--- src/rtl/agu_ea_pkg.sv ---
package agu_ea_pkg;
    typedef enum logic [1:0] {
        FORM_BD   = 2'd0,
        FORM_BI   = 2'd1,
        FORM_BSI  = 2'd2,
        FORM_BSID = 2'd3
    } agu_form_e;

    typedef enum logic {
        ST_IDLE  = 1'b0,
        ST_VALID = 1'b1
    } agu_state_e;
endpackage

--- src/rtl/agu_disp_ext.sv ---
module agu_disp_ext #(
    parameter int AW      = 32,
    parameter int SHORT_W = 8
) (
    input  logic [AW-1:0] disp,
    input  logic          wide,
    output logic [AW-1:0] ext
);
    localparam int PAD_W = AW - SHORT_W;
    logic [AW-1:0] short_ext;

    generate
        if (PAD_W > 0) begin : g_pad
            assign short_ext = {{PAD_W{disp[SHORT_W-1]}}, disp[SHORT_W-1:0]};
        end else begin : g_nopad
            assign short_ext = disp;
        end
    endgenerate

    assign ext = wide ? disp : short_ext;
endmodule

--- src/rtl/agu_index_scale.sv ---
module agu_index_scale #(
    parameter int AW      = 32,
    parameter int SCALE_W = 2
) (
    input  logic [AW-1:0]      idx,
    input  logic [SCALE_W-1:0] scale,
    output logic [AW-1:0]      scaled
);
    localparam int NSHIFT = 1 << SCALE_W;
    logic [AW-1:0] options [NSHIFT];

    generate
        for (genvar s = 0; s < NSHIFT; s++) begin : g_shift
            assign options[s] = idx << s;
        end
    endgenerate

    assign scaled = options[scale];
endmodule

--- src/rtl/agu_sum3.sv ---
module agu_sum3 #(
    parameter int AW = 32
) (
    input  logic [AW-1:0] a,
    input  logic [AW-1:0] b,
    input  logic [AW-1:0] c,
    output logic [AW-1:0] sum
);
    // carries beyond AW are dropped: modulo 2^AW
    assign sum = a + b + c;
endmodule

--- src/rtl/agu_ea.sv ---
module agu_ea
    import agu_ea_pkg::*;
#(
    parameter int AW      = 32,
    parameter int SHORT_W = 8,
    parameter int SCALE_W = 2
) (
    input  logic               clk,
    input  logic               rst_n,
    input  logic               in_valid,
    input  logic [1:0]         form,
    input  logic               base_en,
    input  logic [AW-1:0]      base,
    input  logic               index_en,
    input  logic [AW-1:0]      index,
    input  logic [SCALE_W-1:0] scale,
    input  logic               disp_wide,
    input  logic [AW-1:0]      disp,
    input  logic               lea,
    output logic               out_valid,
    output logic [AW-1:0]      out_addr,
    output logic               out_mem_req,
    output logic               out_lea
);
    agu_form_e  form_e;
    agu_state_e state_q, state_d;

    logic [AW-1:0] disp_ext, idx_scaled;
    logic [AW-1:0] base_term, idx_term, disp_term, ea_sum;
    logic [AW-1:0] addr_q;
    logic          lea_q;

    assign form_e = agu_form_e'(form);

    agu_disp_ext #(.AW(AW), .SHORT_W(SHORT_W)) u_disp (
        .disp (disp),
        .wide (disp_wide),
        .ext  (disp_ext)
    );

    agu_index_scale #(.AW(AW), .SCALE_W(SCALE_W)) u_scale (
        .idx    (index),
        .scale  (scale),
        .scaled (idx_scaled)
    );

    always_comb begin
        base_term = base_en ? base : '0;
        idx_term  = '0;
        disp_term = '0;
        unique case (form_e)
            FORM_BD:   disp_term = disp_ext;
            FORM_BI:   idx_term  = index_en ? index : '0;
            FORM_BSI:  idx_term  = index_en ? idx_scaled : '0;
            FORM_BSID: begin
                idx_term  = index_en ? idx_scaled : '0;
                disp_term = disp_ext;
            end
            default: ;
        endcase
    end

    agu_sum3 #(.AW(AW)) u_sum (
        .a   (base_term),
        .b   (idx_term),
        .c   (disp_term),
        .sum (ea_sum)
    );

    // controller: next state
    always_comb begin
        unique case (state_q)
            ST_IDLE:  state_d = in_valid ? ST_VALID : ST_IDLE;
            ST_VALID: state_d = in_valid ? ST_VALID : ST_IDLE;
            default:  state_d = ST_IDLE;
        endcase
    end

    // controller: state register
    always_ff @(posedge clk or negedge rst_n) begin
        if (!rst_n) state_q <= ST_IDLE;
        else        state_q <= state_d;
    end

    // result registers
    always_ff @(posedge clk or negedge rst_n) begin
        if (!rst_n) begin
            addr_q <= '0;
            lea_q  <= 1'b0;
        end else if (in_valid) begin
            addr_q <= ea_sum;
            lea_q  <= lea;
        end
    end

    // controller: outputs
    always_comb begin
        out_addr    = addr_q;
        out_valid   = 1'b0;
        out_mem_req = 1'b0;
        out_lea     = 1'b0;
        unique case (state_q)
            ST_IDLE: ;
            ST_VALID: begin
                out_valid   = 1'b1;
                out_mem_req = !lea_q;
                out_lea     = lea_q;
            end
            default: ;
        endcase
    end

    a_r1_valid_follows: assert property (@(posedge clk) disable iff (!rst_n)
        in_valid |=> out_valid);
    a_r1_idle_follows: assert property (@(posedge clk) disable iff (!rst_n)
        !in_valid |=> !out_valid);
    a_r9_flags_exclusive: assert property (@(posedge clk) disable iff (!rst_n)
        out_valid |-> (out_mem_req != out_lea));
    a_r9_flags_need_valid: assert property (@(posedge clk) disable iff (!rst_n)
        !out_valid |-> (!out_mem_req && !out_lea));
    a_r9_lea_no_req: assert property (@(posedge clk) disable iff (!rst_n)
        in_valid && lea |=> out_lea && !out_mem_req);
    a_r11_addr_holds: assert property (@(posedge clk) disable iff (!rst_n)
        !in_valid |=> $stable(out_addr));
    a_r6_short_disp: assert property (@(posedge clk) disable iff (!rst_n)
        in_valid && form == 2'd0 && !base_en && !disp_wide |=>
        out_addr == {{(AW-SHORT_W){$past(disp[SHORT_W-1])}}, $past(disp[SHORT_W-1:0])});
    a_r7_no_operands: assert property (@(posedge clk) disable iff (!rst_n)
        in_valid && form == 2'd2 && !base_en && !index_en |=> out_addr == '0);
endmodule

--- config.mk ---
export PLATFORM = sky130hd
export DESIGN_NAME = agu_ea
export DESIGN_NICKNAME = d
export VERILOG_FILES = /design/src/rtl/agu_ea_pkg.sv /design/src/rtl/agu_disp_ext.sv /design/src/rtl/agu_index_scale.sv /design/src/rtl/agu_sum3.sv /design/src/rtl/agu_ea.sv
export SDC_FILE = /design/constraint.sdc
export NUM_CORES = 1
export LEC_CHECK = 0
export BUFFER_PORTS_ARGS = -buffer_cell sky130_fd_sc_hd__buf_2
export CAP_MARGIN = 20
export CORE_UTILIZATION = 35
export DETAILED_ROUTE_END_ITERATION = 7
export PLACE_DENSITY = 0.66
export SETUP_SLACK_MARGIN = 0.05
export SLEW_MARGIN = 40
export SYNTH_ARGS = -nofsm -noshare
export SYNTH_HDL_FRONTEND = slang
export SYNTH_HIERARCHICAL = 1
export SYNTH_SLANG_ARGS = --single-unit
--- constraint.sdc ---
create_clock -name clk -period 0.8 [get_ports clk]
set_input_delay 0.04 -clock clk [delete_from_list [all_inputs] [get_ports clk]]
set_output_delay 0.04 -clock clk [all_outputs]
set_load 0.01 [all_outputs]
# Word level (Yosys, flattened, before mapping)
# Index checks and enable logic that the tools add are counted.
# op_classes
addsub,2
mul,0
n_div,0
magnitude_cmp,1
n_eq_ne,3
n_shift,0
mux,13
n_bitwise,1
n_reduce_logical,4
# op_table
op,n
32-bit two-way mux,7
32-bit adder,2
32-bit binary-select mux with 2-bit select,1
32-bit case mux with 2 select lines,1
"2-bit equality test, second input constant",2
1-bit two-way mux,4
2-bit OR reduction,2
"3-bit >= comparator, second input constant",1
2-bit NOT with 3-bit output,1
"2-bit by 1-bit equality test with 1-bit output, second input constant",1
2-bit zero test,1
1-bit zero test,1
# word_totals
reg_bits,34
latch_bits,0
ramBits,0
romBits,0
input_bits,107
out_inout_bits,35
wordCells,27
memories,0

# Longest topological paths before layout
# Gate-level depths: netlist of run 1.
# logic_depth
ltp_word,8
depth_mapped,18
ltp_nobuf,17

# Cells and area by module
# Netlist of run 1, hierarchy kept.
# by_module_without_submodules
mod,n_inst,cells_per_inst,area_each_um2,seq_area_each_um2
agu_ea,1,258,2424.8,850.8
agu_sum3,1,267,2396.0,0.0
agu_index_scale,1,71,704.4,0.0
agu_disp_ext,1,37,466.7,0.0

# Least setup slack after synthesis of run 1
# Ideal clock, no wire load.
# synth_timing
path_type,input-to-reg
startpoint,input form[0]
endpoint,"register addr_q[29], in the netlist out_addr[29]"
setup_ns,0.125
t_arrival_ns,3.330
required_ns,0.675
path_slack_ns,-2.655
path_stages,16
n_path_buf,1
cell_sequence,inv_1 -> ha_1 -> nand2b_1 -> buf_2 -> a21oi_1 -> fa_1 -> ha_1 -> fa_1 -> a21o_1 -> a221oi_2 -> o211ai_2 -> nand3_1 -> o21ai_1 -> a311oi_1 -> xnor2_1 -> mux2_4
# synth_via
elab_chain_cells,5
word_cells_on_any_way,10
cone_classes,2 x add/sub; 3 x eq/ne; 2 x mux; 3 x reduce/logical
# synth_lines
element,line_no,text
from (decl),agu_ea.sv:11,"input logic [1:0] form,"
2-bit equality test,agu_ea.sv:51,unique case (form_e)
2-bit OR reduction (no source line),--,
32-bit case mux with 2 select lines *,agu_ea.sv:51,
net idx_term[1],agu_ea.sv:29,"logic [AW-1:0] base_term, idx_term, disp_term, ea_sum;"
32-bit adder * (2 in series),agu_sum3.sv:10,assign sum = a + b + c;
net ea_sum[29],agu_ea.sv:29,
to (signal assigned),agu_ea.sv:91,addr_q <= ea_sum;
to (decl),agu_ea.sv:30,logic [AW-1:0] addr_q;
# Mark *: on every way through the listed nets, which the timed path passes. The rest lies on a longest branch.
# A chain may end at the register's enable or synchronous reset.

# Worst setup path in the final report of run 1
# layout_timing
startpoint,input form[0]
endpoint,"register addr_q[26], in the netlist out_addr[26]"
# The elaborated chain is that of the path after synthesis.

==> results of run 1 <==
through the flow:
stage	cell area (um^2)	setup TNS, ns	hold slack [ns]
detailed placement	8061	-76.31	0.02728
global route	9355	-70.30	0.1522
CTS	9080	-63.01	0.1367
floorplan	6339	-62.51	-0.2556
finish	9355	-66.02	0.1428
global placement	8061	-75.42	0.01692
per-layer routing:
layer | GRT usage (%) | part of all wire, % | up-vias | wire (um)
met5 | 0 | 0 | - | 0
met1 | 28.79 | 43 | 2829 | 8813
met3 | 3.333 | 4.8 | 40 | 965
met2 | 40.43 | 49 | 204 | 9917
li1 | - | - | 2801 | -
met4 | 9.259 | 2.9 | 0 | 579
state kept, by name, summed over array words and instances (netlist names):
name      flops
out_addr     32
lea_q         1
state_q       1
power by group:
group          leakage, nW  switching, mW  internal (mW)  total [mW]
Combinational         4.02           4.35           5.47        9.81
Sequential           0.410          0.403           2.35        2.76
Clock               0.0940          0.874           1.79        2.67
Total                 4.53           5.62           9.61        15.2
area by class of cell:
cell class	instances	share of cell area (%)
sequential	34	9.095
tap	220	2.942
clock buffer	5	1.337
multi-input combinational	542	58.79
clock inverter	3	0.7356
inverter	8	0.5082
timing repair buffer	321	26.59
Yosys cell counts, types with 2 or more instances:
cell / count
clkbuf_1: 10
a31oi_1: 3
a2bb2oi_2: 2
a221oi_2: 2
and2b_1: 15
mux2i_1: 59
xnor2_1: 15
a211o_1: 3
dfrtp_1: 34
buf_4: 10
nand4_1: 6
a21oi_1: 59
nor3_1: 5
buf_6: 4
o21bai_1: 3
a311oi_1: 2
and3_1: 5
nor2_1: 12
o21ai_1: 2
a31o_1: 2
nand3b_1: 2
nand2_1: 54
buf_2: 16
inv_1: 8
buf_12: 5
nand2b_1: 6
clkbuf_2: 3
nor2b_1: 21
mux2_4: 51
nand3_1: 8
xor2_1: 13
mux2_2: 7
o21ai_0: 43
o221ai_1: 2
a21o_1: 15
ha_1: 34
buf_8: 2
and2_1: 34
fa_1: 32
kinds of logic after synthesis:
logic type | share of synthesized area [%]
DFF | 14.20
and+or+nand+nor | 16.10
xor gates and xnor gates | 4.093
muxes | 24.33
adders and majority gates | 17.79
AOI/OAI and AO/OA | 16.60
buffers and inverters | 6.891
final timing paths:
path | startpoint | end | slack [ns] | depth (start not counted)
max reg2reg | out_addr[29]$_DFFE_PN0P_ | out_addr[29]$_DFFE_PN0P_ | -0.01 | 1
max in group asynchronous | rst_n | out_addr[26]$_DFFE_PN0P_ | 0.35 | 3
max | form[0] | out_addr[26]$_DFFE_PN0P_ | -2.38 | 15
min in group asynchronous | rst_n | out_addr[0]$_DFFE_PN0P_ | 0.24 | 3
min | in_valid | state_q$_DFF_PN0_ | 0.14 | 2
min reg2reg | out_addr[0]$_DFFE_PN0P_ | out_addr[0]$_DFFE_PN0P_ | 0.51 | 1
timing repair:
action	4_1_cts	5_1_grt
gates resized for setup	130	44
endpoints found under the hold margin	35	0
buffers inserted	24	14
gates cloned	4	0
endpoints found under the setup margin	68	68
hold buffers	2	0
pin swaps	56	47
==> key figures, run 1 <==
Run status
  – Status: finished with violations
  – Failing checks: setup timing

STA
  – Max Slew Vio Count: 0
  – Hold Vio Cnt, Final: 0
  – Worst slew pin tran: 0.4440 ns
  – Final worst path period share: 397.6%
  – Maximum clock frequency: 0.3144 GHz
  – Relative slew margins: 70.19%
  – Unrepaired setup endpoints after global routing: true
  – Setup slack after layout: -2.381 ns
  – Final setup skew: 0 ns
  – Final Critical Period: 3.181 ns
  – Final setup violation count: 67

Floorplan
  – Row count: 47
  – Initial Util: approximately 36%
  – IO Count: about 140
  – DIE WIDTH: 132.8 um
  – Core Box Area: 16640 um^2
  – Die ar.: around 18000 um^2
  – Die H: 132.8 um

Synthesis
  – Distinct cell type count after synthesis: 63
  – Synth Instances: 633
  – Yosys top cell area share: 14.20%
  – Number of synthesized flops with an enable pin: 0
  – Syn Area/Cell: between 9 and 10 um^2
  – Ys async rst share: 100.0%
  – FF+latch count, synth: 34
  – Post-synth top flop: dfrtp_1
  – Seq/Total Area, Yosys: 14.20%
  – Top cells by area, synth: dfrtp_1 14%, mux2_4 13%, fa_1 11%, mux2i_1 9.9%, ha_1 7.1%
  – Synthesized area: between 5000 and 6000 um^2
  – Synth warn: 6
  – Area leader, netlist: dfrtp_1
  – Mapped Nets: ~800

CTS
  – Root buf cell: clkbuf_16
  – TritonCTS clock tree: built
  – Sink Count: 34
  – Reg clk slew, reported paths: 0.06 ns
  – Cts bufs inserted: 5
  – Clock latency on the worst-skew pair: 0.29 ns
  – Htree depth: 2
  – Longest Clk Path Bufs: 2

Detailed routing
  – Drt via density: 5.184
  – Routed wire length per instance: ~18 um
  – ANT nets after route: 0
  – Total length of routed wires: 20280 um
  – Via count: 5874
  – First-iteration detailed-routing DRC count: 279
  – Pre-Repair DR Iteration Count: 5
  – DRC Markers: 0

Critical path
  – Crit Path Max Fanout: 10
  – CP required: 0.98 ns
  – CP peak stage delay: 0.49 ns
  – Crit Path Class: input port to flip-flop
  – Crit path max-delay family: compound AO/OA/AOI/OAI gates
  – Slowest cell on crit path: fa_1
  – Buffers & Inverters on Critical Path: 2
  – Worst path cell trace: buf_12 -> inv_12 -> ha_4 -> nand2b_2 -> a21oi_2 -> fa_1 -> ha_4 -> a21oi_1 -> o21ai_4 -> a2111oi_4 -> nand3_4 -> a21oi_4 -> nor4b_2 -> a211o_1 -> mux2_4
  – CP most frequent cell: ha_4
  – CP Capture Type: flip-flop
  – Arrival time of the worst setup path: about 3.4 ns
  – CP Launch Type: input port

Global route
  – Vias in the first global route: slightly above 6000
  – Largest net degree at the start of global routing: 35
  – First-pass GRT wire length: ~32000 um
  – Initial antenna violation count: 0
  – Overflow after GRT: 0
  – Total GRT Usage: 23.26%

Layout
  – Nets: 1085
  – Commonest non-fill, non-tap cell in the layout: buf_4
  – Multi-input logic area: 5500 um^2
  – Area Growth Syn to Fin: 56.13%
  – # fillers: 1396
  – Inserted Diodes: 0
  – Final Util: a little under three fifths
  – Most frequent cells in the layout: 135 x buf_4, 129 x buf_2, 53 x mux2_4
  – Non-filler cells, final: 1133
  – Sequential Area: 850.8 um^2
  – Layout cells sized above 1: 55.64%

Pwr
  – Lkg Pwr: 4.526 nW
  – Power density over the cells: 1628 nW/um^2
  – Total power: 15.23 mW
  – Maximum vdd ir drop: 0.9265 mV

Placed design
  – Setup slack at placement: -2.801 ns
  – Hpwl dp: 15040 um
  – PortBufs: 141
  – Post-Place Cells: 1089
  – GP Congestion: 0.8870

Hold path
  – Min-delay worst type: input port to flip-flop

Job
  – Max Cap Viol: 0
Power figures use the tool's default switching activity.
==> run 2: changes to the inputs <==
Settings changed: PLACE_DENSITY 0.66 to 0.64.
Clock period 0.8 ns to 4.1 ns, I/O delays scaled along.
==> run 2 against run 1 <==
The flow now finishes without violations. Clock-buffer cell count rose by 2. Register-to-register slack improved by 3.3 ns. Clock power fell by 85%. Setup slack better by 2.8 ns. Via count shrank 12%. Global-route usage shrank 3.7 points. Core utilization is 14 points lower. Final cell count is 13% lower. Worst hold slack gained 0.0086 ns. Total power decreased by 85%. Highest routed layer is now met5.
==> key figures, run 2 (synthesized netlist as in run 1, its figures left out) <==
CTS
  – TritonCTS clock tree: built (unchanged)
  – Root buf cell: clkbuf_16 (unchanged)
  – Clock latency on the worst-skew pair: 0.28 ns (was 0.29 ns)
  – Longest Clk Path Bufs: 2 (unchanged)
  – Sink Count: 34 (unchanged)
  – Number of post-CTS setup repair buffers: 0 (was 24)
  – Cts bufs inserted: 5 (unchanged)
  – Htree depth: 2 (unchanged)
  – Reg clk slew, reported paths: 0.06 ns (about the same)

Layout
  – Layout cells sized above 1: 33.55% (was 55.64%)
  – Commonest non-fill, non-tap cell in the layout: buf_2 (was buf_4)
  – Nets: 938 (was 1085)
  – Most frequent cells in the layout: 141 x buf_2, 59 x a21oi_1, 59 x mux2i_1 (was 135 x buf_4, 129 x buf_2, 53 x mux2_4)
  – Area Growth Syn to Fin: 17.79% (was 56.13%)
  – Non-filler cells, final: 986 (was 1133)
  – Design Area, Final: 7058 um^2 (was 9355 um^2)
  – Inserted Diodes: 0 (unchanged)
  – Final Util: 42.41% (was 56.21%)
  – Largest register FFs: 32 (unchanged)

STA
  – Worst slew pin tran: 0.6476 ns (was 0.4440 ns)
  – Maximum clock frequency: 0.2689 GHz
  – Min Hold Slack: 0.1514 ns (was 0.1428 ns)
  – Final Critical Period: between 3 and 4 ns
  – Final setup violation count: 0 (was 67)
  – Final worst path period share: between 90% and 100%
  – Max Slew Vio Count: 0 (unchanged)
  – Unrepaired setup endpoints after global routing: false (was true)
  – Hold Vio Cnt, Final: 0 (unchanged)
  – Final setup skew: 0 ns (unchanged)
  – Relative slew margins: 56.83% (was 70.19%)

Critical path
  – Arrival time of the worst setup path: 3.89 ns (was 3.36 ns)
  – R2r worst-path depth: 1 (unchanged)
  – FF-to-FF setup slack: 3.27 ns (was -0.01 ns)
  – CP Capture Type: flip-flop (unchanged)
  – CP Launch Type: input port (unchanged)
  – Worst r2r src: out_addr[21]$_DFFE_PN0P_ (was out_addr[29]$_DFFE_PN0P_)
  – Crit Path Class: input port to flip-flop (unchanged)
  – R2r endpoint: out_addr[21]$_DFFE_PN0P_ (was out_addr[29]$_DFFE_PN0P_)
  – CP required: 4.27 ns (was 0.98 ns)
  – Crit Path Max Fanout: 21 (was 10)

Detailed routing
  – ANT nets after route: 0 (unchanged)
  – DRC Markers: 0 (unchanged)
  – Routed wire length per instance: 17.46 um (was 17.90 um)
  – Via count: 5173 (was 5874)
  – Drt via density: 5.246 (was 5.184)
  – First-iteration detailed-routing DRC count: 348 (was 279)
  – Pre-Repair DR Iteration Count: 5 (unchanged)
  – Total length of routed wires: 17220 um (was 20280 um)

Pwr
  – Maximum vdd ir drop: 0.2052 mV (was 0.9265 mV)
  – Lkg Pwr: 3.597 nW (was 4.526 nW)
  – Power density over the cells: 320.9 nW/um^2 (was 1628 nW/um^2)

Hold path
  – Min-delay worst type: input port to flip-flop (unchanged)
  – Hold EP: lea_q$_DFFE_PN0P_ (was state_q$_DFF_PN0_)
  – Hold depth: 2 (unchanged)
  – Min-delay src: lea (was in_valid)

Global route
  – Total GRT Usage: 19.53% (was 23.26%)
  – Vias in the first global route: 5080 (was 6172)
  – First-pass GRT wire length: 27260 um (was 31950 um)
  – Initial antenna violation count: 1 (was 0)
  – Overflow after GRT: 0 (unchanged)
  – Largest net degree at the start of global routing: 35 (unchanged)

Placed design
  – GP Congestion: 0.9082 (was 0.8870)
  – Placed Area: 6895 um^2 (was 8061 um^2)
  – Post-Place Cells: 977 (was 1089)
  – Hpwl dp: 13910 um (was 15040 um)
  – PortBufs: 141 (unchanged)

Floorplan
  – IO Count: 142 (unchanged)
  – DIE WIDTH: 132.8 um (unchanged)
  – Die H: 132.8 um (unchanged)
  – Die ar.: 17650 um^2 (unchanged)
  – Core Box Area: 16640 um^2 (unchanged)
  – Initial Util: 36.00% (unchanged)
  – Row count: 47 (unchanged)

Run status
  – Status: completed (was finished with violations)

Job
  – Max Cap Viol: 0 (unchanged)
[run 2: timing repair]
action,CTS,global route
endpoints found under the setup margin,0,8
hold endpoints to repair,13,0
hold buffers,1,0
gates resized for setup,0,2
[run 2: worst max-delay path by stage]
stage / start / endpoint / slack [ns]
2_1_floorplan: form[0] / out_addr[29]$_DFFE_PN0P_ / 0.48
3_3_place_gp: form[0] / out_addr[29]$_DFFE_PN0P_ / -0.01
3_5_place_dp: form[0] / out_addr[29]$_DFFE_PN0P_ / -0.09
4_1_cts: form[0] / out_addr[29]$_DFFE_PN0P_ / 0.21
5_1_grt: form[0] / out_addr[29]$_DFFE_PN0P_ / 0.14
6_report: form[0] / out_addr[29]$_DFFE_PN0P_ / 0.38
[run 2: cell type report]
type	instances	area, um^2
Fill cell	1662	9584
Multi-Input combinational cell	541	4733
Timing Repair Buffer	175	1021
Sequential cell	34	850.8
Tap cell	220	275.3
Clock buffer	7	142.6
Inverter	8	30.03
Clock inverter	1	5.005
[run 2: stage by stage]
step	power, mW	TNS [ns]	worst slack [ns]
after floorplan	1.435	0	0.4802
after global placement	1.852	-0.01116	-0.01116
after detailed placement	1.866	-0.1621	-0.08541
after CTS	2.276	0	0.2084
after global routing	2.423	0	0.1398
final	2.265	0	0.3814
[run 2: metal layers]
layer | vias to the layer above | GRT usage (%) | part of all wire (%)
li1 | 2504 | - | -
met1 | 2464 | 27.36 | 48
met2 | 182 | 31.85 | 45
met3 | 21 | 3.065 | 5.6
met4 | 2 | 3.384 | 1.3
met5 | - | 0 | 0.064
[run 2: report_power, final]
group          switching [mW]  internal, mW
Sequential             0.0805         0.459
Combinational           0.667         0.665
Clock                   0.153         0.241
[run 2: critical path: stages]
cell and delay, ns:
buf_2 0.11, inv_1 0.08, ha_2 0.39, o21ai_0 0.13
a21oi_1 0.21, fa_1 0.47, ha_1 0.23, fa_1 0.47
a21o_1 0.23, a221oi_2 0.30, o211ai_2 0.13, nand3_1 0.16
o21ai_1 0.08, a311oi_1 0.30, xnor2_1 0.11, mux2_4 0.26
